==> src/rtl/alarm_match_pkg.sv <==
package alarm_match_pkg;
   // Fields the comparator knows about, in bus order
   typedef enum logic [2:0] {
      FLD_SEC  = 3'd0,
      FLD_MIN  = 3'd1,
      FLD_HOUR = 3'd2,
      FLD_DATE = 3'd3,
      FLD_MON  = 3'd4,
      FLD_DOW  = 3'd5
   } field_e;

   localparam int unsigned DEF_FIELDS = 6;
   localparam int unsigned DEF_WIDTH  = 8;
   localparam int unsigned DEF_CHAN   = 2;
endpackage

==> src/rtl/alarm_field_cmp.sv <==
module alarm_field_cmp #(
   parameter int unsigned FIELD_W        = 8,
   parameter bit          IGNORE_CLK_MSB = 1'b1
) (
   input  logic [FIELD_W-1:0] alm_byte,
   input  logic [FIELD_W-1:0] clk_byte,
   output logic               en,
   output logic               hit
);
   localparam int unsigned VAL_W = FIELD_W - 1;

   initial begin
      assert (FIELD_W >= 2) else $fatal(1, "alarm_field_cmp: FIELD_W must be at least 2");
   end

   logic val_eq;

   assign en = alm_byte[FIELD_W-1];

   generate
      if (IGNORE_CLK_MSB) begin : g_low_only
         assign val_eq = (alm_byte[VAL_W-1:0] == clk_byte[VAL_W-1:0]);
      end else begin : g_strict
         assign val_eq = (alm_byte[VAL_W-1:0] == clk_byte[VAL_W-1:0]) && !clk_byte[FIELD_W-1];
      end
   endgenerate

   // A disabled field never blocks a match
   assign hit = !en || val_eq;
endmodule

==> src/rtl/alarm_channel.sv <==
module alarm_channel #(
   parameter int unsigned NUM_FIELDS     = 6,
   parameter int unsigned FIELD_W        = 8,
   parameter bit          IGNORE_CLK_MSB = 1'b1
) (
   input  logic                           clk,
   input  logic                           rst_n,
   input  logic                           tick,
   input  logic [NUM_FIELDS*FIELD_W-1:0]  clk_fields,
   input  logic [NUM_FIELDS*FIELD_W-1:0]  alm_fields,
   input  logic                           clr,
   output logic                           flag
);
   initial begin
      assert (NUM_FIELDS >= 1) else $fatal(1, "alarm_channel: NUM_FIELDS must be at least 1");
   end

   logic [NUM_FIELDS-1:0] fld_en;
   logic [NUM_FIELDS-1:0] fld_hit;
   logic                  any_en;
   logic                  all_hit;
   logic                  match_evt;
   logic                  flag_q;

   for (genvar f = 0; f < NUM_FIELDS; f++) begin : g_fld
      alarm_field_cmp #(
         .FIELD_W        (FIELD_W),
         .IGNORE_CLK_MSB (IGNORE_CLK_MSB)
      ) u_cmp (
         .alm_byte (alm_fields[f*FIELD_W +: FIELD_W]),
         .clk_byte (clk_fields[f*FIELD_W +: FIELD_W]),
         .en       (fld_en[f]),
         .hit      (fld_hit[f])
      );
   end

   assign any_en    = |fld_en;
   assign all_hit   = &fld_hit;
   assign match_evt = tick && any_en && all_hit;

   always_ff @(posedge clk or negedge rst_n) begin
      if (!rst_n) flag_q <= 1'b0;
      else        flag_q <= match_evt || (flag_q && !clr);
   end

   assign flag = flag_q;


   flag_set_chk: assert property (@(posedge clk) disable iff (!rst_n)
      (tick && any_en && all_hit) |=> flag_q);

   rise_on_tick_chk: assert property (@(posedge clk) disable iff (!rst_n)
      $rose(flag_q) |-> $past(tick));

   no_enable_chk: assert property (@(posedge clk) disable iff (!rst_n)
      (!any_en && !flag_q) |=> !flag_q);

   sticky_chk: assert property (@(posedge clk) disable iff (!rst_n)
      (flag_q && !clr) |=> flag_q);

   clear_chk: assert property (@(posedge clk) disable iff (!rst_n)
      (clr && !tick) |=> !flag_q);
endmodule

==> src/rtl/alarm_match_top.sv <==
module alarm_match_top
   import alarm_match_pkg::*;
#(
   parameter int unsigned NUM_CHAN       = DEF_CHAN,
   parameter int unsigned NUM_FIELDS     = DEF_FIELDS,
   parameter int unsigned FIELD_W        = DEF_WIDTH,
   parameter bit          IGNORE_CLK_MSB = 1'b1
) (
   input  logic                                    clk,
   input  logic                                    rst_n,
   input  logic                                    tick,
   input  logic [NUM_FIELDS*FIELD_W-1:0]           clk_fields,
   input  logic [NUM_CHAN*NUM_FIELDS*FIELD_W-1:0]  alm_fields,
   input  logic [NUM_CHAN-1:0]                     flag_clr,
   output logic [NUM_CHAN-1:0]                     alarm_flag
);
   localparam int unsigned CHAN_W = NUM_FIELDS * FIELD_W;

   initial begin
      assert (NUM_CHAN >= 1) else $fatal(1, "alarm_match_top: NUM_CHAN must be at least 1");
   end

   for (genvar c = 0; c < NUM_CHAN; c++) begin : g_chan
      alarm_channel #(
         .NUM_FIELDS     (NUM_FIELDS),
         .FIELD_W        (FIELD_W),
         .IGNORE_CLK_MSB (IGNORE_CLK_MSB)
      ) u_chan (
         .clk        (clk),
         .rst_n      (rst_n),
         .tick       (tick),
         .clk_fields (clk_fields),
         .alm_fields (alm_fields[c*CHAN_W +: CHAN_W]),
         .clr        (flag_clr[c]),
         .flag       (alarm_flag[c])
      );
   end


   reset_clear_chk: assert property (@(posedge clk)
      $rose(rst_n) |-> (alarm_flag == '0));
endmodule

==> config.mk <==
export PLATFORM = sky130hd
export DESIGN_NAME = alarm_match_top
export DESIGN_NICKNAME = d
export VERILOG_FILES = /design/src/rtl/alarm_match_pkg.sv /design/src/rtl/alarm_field_cmp.sv /design/src/rtl/alarm_channel.sv /design/src/rtl/alarm_match_top.sv
export SDC_FILE = /design/constraint.sdc
export NUM_CORES = 1
export LEC_CHECK = 0
export BUFFER_PORTS_ARGS = -buffer_cell sky130_fd_sc_hd__buf_2
export CAP_MARGIN = 10
export CORE_MARGIN = 4
export CORE_UTILIZATION = 29
export CTS_BUF_LIST = sky130_fd_sc_hd__clkbuf_4
export DETAILED_ROUTE_END_ITERATION = 10
export PLACE_DENSITY_LB_ADDON = 0.3
export SLEW_MARGIN = 20
export SYNTH_ARGS = -nofsm -noshare
export SYNTH_HDL_FRONTEND = slang
export SYNTH_SLANG_ARGS = --single-unit
==> constraint.sdc <==
create_clock -name clk -period 0.8 [get_ports clk]
set_clock_uncertainty 0.05 [all_clocks]
set_input_delay 0 -clock clk [delete_from_list [all_inputs] [get_ports clk]]
set_output_delay 0 -clock clk [all_outputs]
set_load 0.01 [all_outputs]
# After elaboration in Yosys (flattened, before gate mapping)
# Index checks and enable logic that the tools add are counted.
dict set report op_classes {
  eq_ne 12
  n_reduce_logical 38
}
# cell count
set op_table {}
lappend op_table {{7-bit == test} 12}
lappend op_table {{1-bit zero test} 14}
lappend op_table {{1-bit logical OR} 14}
lappend op_table {{6-bit AND reduction} 2}
lappend op_table {{6-bit OR reduction} 2}
lappend op_table {{1-bit logical AND} 6}
dict set report word_totals {
  regBits 2
  input_bits 149
  out_inout_bits 2
  wordCells 52
}

# Depth between registers and ports, before layout
dict set report depth {
  word_depth 5
  mapped_depth 5
}

# Hierarchy
# From an unflattened synthesis, not the netlist that was laid out.
dict set report hier_totals {
  cells_unflattened 134
  area_unflattened_um2 1228.7
}
# module n_inst cells_each area_each_um2 seq_area_each_um2
set by_module_without_submodules {}
lappend by_module_without_submodules {alarm_field_cmp 12 10 91.3 0.0}
lappend by_module_without_submodules {alarm_channel 2 7 66.3 25.0}

# Least setup slack after synthesis
# Ideal clock, no wire load.
dict set report synth_path {
  kind {input to register}
  startpoint {input port alm_fields[32]}
  endpoint {register g_chan[0].u_chan.flag_q}
  setup_ns 0.101
  arrival_time_ns 0.782
  path_slack_ns -0.133
  path_stages 4
  path_cell_list {xor2_1 > o41ai_1 > nand4_1 > o32ai_1}
}
dict set report synth_between {
  elab_chain_cells 5
}
# element line
set synth_rtl {}
lappend synth_rtl {{start, declared} alarm_match_top.sv:13} ;# input logic [NUM_CHAN*NUM_FIELDS*FIELD_W-1:0] alm_fields,
lappend synth_rtl {{7-bit == test} alarm_field_cmp.sv:22} ;# assign val_eq = (alm_byte[VAL_W-1:0] == clk_byte[VAL_W-1:0]);
lappend synth_rtl {{1-bit logical OR} alarm_field_cmp.sv:29} ;# assign hit = !en || val_eq;
lappend synth_rtl {{6-bit AND reduction} alarm_channel.sv:38} ;# assign all_hit = &fld_hit;
lappend synth_rtl {{1-bit logical AND} alarm_channel.sv:39} ;# assign match_evt = tick && any_en && all_hit;
lappend synth_rtl {{1-bit logical OR} alarm_channel.sv:43} ;# else flag_q <= match_evt || (flag_q && !clr);
lappend synth_rtl {{end signal, assigned} alarm_channel.sv:43}
lappend synth_rtl {{end, declared} alarm_channel.sv:23} ;# logic flag_q;
# No other way between the ends.

# Worst setup path after layout
dict set report layout_path {
  startpoint {input port alm_fields[56]}
  endpoint {register g_chan[1].u_chan.flag_q}
}
dict set report layout_between {
  elab_chain_cells 5
}
# element line
set layout_rtl {}
lappend layout_rtl {{7-bit == test} alarm_field_cmp.sv:22}
lappend layout_rtl {{1-bit logical OR} alarm_field_cmp.sv:29}
lappend layout_rtl {{6-bit AND reduction} alarm_channel.sv:38}
lappend layout_rtl {{1-bit logical AND} alarm_channel.sv:39}
lappend layout_rtl {{1-bit logical OR} alarm_channel.sv:43}
lappend layout_rtl {{end signal, assigned} alarm_channel.sv:43}
lappend layout_rtl {{end, declared} alarm_channel.sv:23}
# No other way between the ends.

==> results.cfg <==
[worst_setup_path]
cp_max_fo = 1
cp_data_arrival_time_ps = 1070
cp-start-kind = input pin
rr_worst_depth = 2
critPathCaptureType = register
path_class = input pin to register
required_ps = 880

[cts]
cts_tree = yes
numCtsBuffers = 3
clk_path_buf_depth = 2
clk_latency_ps = 220
clock-root-buffer = clkbuf_4
path_clk_slew_ps = 30
clock-sinks = 2
cts_max_level = 1

[yosys]
synth_top_area_frac = 0.345
yosysSeqAreaShare = 0.0447
synth.largest_area_cell = xor2_1
synthCells = 128
yosys_warnings = 0
ys_ff_latch = 2
synth_nets = 277
synth_cell_types = 15
syn_area_per_cell_um2 = 8.74
synthesis.area_um2 = 1120
synthTopCellsByArea = xor2_1 34%, xnor2_1 31%, o41ai_2 12%

[sta]
maxSlewViolCount = 0
tightest_slew_ps = 325
period_share = 1.24
setup-tns-final_ps = -387
setup_ws_ps = -194
setup_viol = 2
max_freq_mhz = 1010
relSlewSlack = 0.781
rsz0062_at_grt = yes
hold_ws_ps = 24.7
hold_viol_final = 0
fin_crit_ps = 994

[floorplan]
die-height_um = 70.1
die_x_um = 70.1
initial_core_util = 0.303
num_rows = 22
die_area_um2 = 4910
io_pins = 151
core_area_um2 = 3690

[detailed_routing]
first_pass_iters = 4
drc = 0
dr.first_iter.drc_count = 20
num_vias = 1467
wl_per_cell_um = 12.9
ant_nets = 0
wirelength_um = 4280
via_per_inst = 4.42

[power]
p_per_area_nw_per_um2 = 630
pwr-share-clk = 0.165
power_mw = 1.35
seqPwrFrac = 0.078
p_leak_nw = 1.07
combPwrFrac = 0.757
p_int_mw = 0.865
switching_share = 0.357
vdd_drop_max_uv = 279
switching_power_mw = 0.481

[layout]
syn_to_final_growth_pct = 90.9
nets = 435
n_fill_cell = 360
antenna_cells = 0
layout-drive-gt1-share = 0.616
largest_reg_flops = 2
instances_no_fill = 332

[grt]
grt_pass1_wl_um = 6710
grt_use_total = 0.169
grt.overflow.total = 0
antenna_found_initial = 0
grt_pass1_vias = 1596
grt_max_degree = 3

[hold_path]
whs_path_depth = 3
hold_path_class = input pin to register

[job]
maxCapViolations = 0

[placed_design]
gp_congestion = 0.748
port_buffers = 144
dp_cells = 326
place_hpwl_um = 3970

[run_status]
status = finished with violations
violations = setup timing
[layer usage]
layer / vias up / part of all wire / track usage
met4: 0 / 0.0061 / 0.0319
li1: 767 / - / -
met2: 79 / 0.55 / 0.337
met3: 2 / 0.086 / 0.0360
met5: - / 0 / 0
met1: 619 / 0.36 / 0.179
[timing repair]
item	4_1_cts	5_1_grt
buffers inserted	0	0
endpoints found under the hold margin	4	0
hold buffers	3	0
pin swaps	8	10
setup endpoints to repair	2	4
resized for setup	6	18
[final timing paths]
check                                       from                     to  slack, ps
setup / recovery                  alm_fields[56]  g_chan[1].u_chan.flag       -190
hold / removal                              tick  g_chan[0].u_chan.flag         20
setup reg to reg           g_chan[1].u_chan.flag  g_chan[1].u_chan.flag         90
hold reg to reg            g_chan[0].u_chan.flag  g_chan[0].u_chan.flag        490
min in group asynchronous                  rst_n  g_chan[0].u_chan.flag         50
max in group asynchronous                  rst_n  g_chan[1].u_chan.flag        550
[per-stage QoR]
step           worst slack [ps]  instance area, um2  utilization
3_3_place_gp               -461                1940        0.527
4_1_cts                    -237                2040        0.552
3_5_place_dp               -477                1940        0.527
5_1_grt                    -324                2140        0.579
2_1_floorplan              -133                1120            -
6_report                   -194                2140        0.579
[area by class of cell]
class                   instances  area (um2)  share of cell area
multi-input cells             122        1140               0.532
repair buffers                155         860               0.402
well taps                      48        60.1              0.0281
flip-flops and latches          2        50.0              0.0234
clock buffers                   3        22.5              0.0105
inverters                       2        7.51             0.00351
[cell families (layout without fill, tap and decap cells)]
family,Yosys count,count (layout),share of synthesized area
and+or+nand+nor,22,22,0.110
AOI/OAI and AO/OA,16,16,0.168
xor gates and xnor gates,84,84,0.658
buffers and inverters,4,160,0.0201
DFF,2,2,0.0447
[power by group through the flow]
stage	clock network [mW]	logic [mW]	registers [mW]
6_report	0.223	1.02	0.104
5_1_grt	0.246	1.12	0.105
4_1_cts	0.240	0.977	0.104
3_5_place_dp	0	0.937	0.105
3_3_place_gp	0	0.925	0.105
2_1_floorplan	0	0.408	0.105
[cell usage after synthesis (all sizes together)]
master	n
a21oi	2
a31oi	2
buf	2
dfrtp	2
inv	2
nand2	2
nand4	12
nor2	2
nor3	4
nor4	2
o32ai	2
o41ai	10
xnor2	40
xor2	44
[placed cells by master (no fill, tap or decap), drive strengths merged]
cell | netlist | layout
a21oi | 2 | 2
a31oi | 2 | 2
buf | 2 | 152
clkbuf | 0 | 3
dfrtp | 2 | 2
dlygate4sd3 | 0 | 3
inv | 2 | 2
nand2 | 2 | 2
nand4 | 12 | 12
nor2 | 2 | 2
nor3 | 4 | 4
nor4 | 2 | 2
o32ai | 2 | 2
o41ai | 10 | 10
xnor2 | 40 | 40
xor2 | 44 | 44
[worst max-delay path: stages]
cell	delay [ps]
buf_2	110
xnor2_2	150
nand4_1	130
o41ai_2	320
nand4_1	150
o32ai_2	210
(Power assumes the default switching activity.)
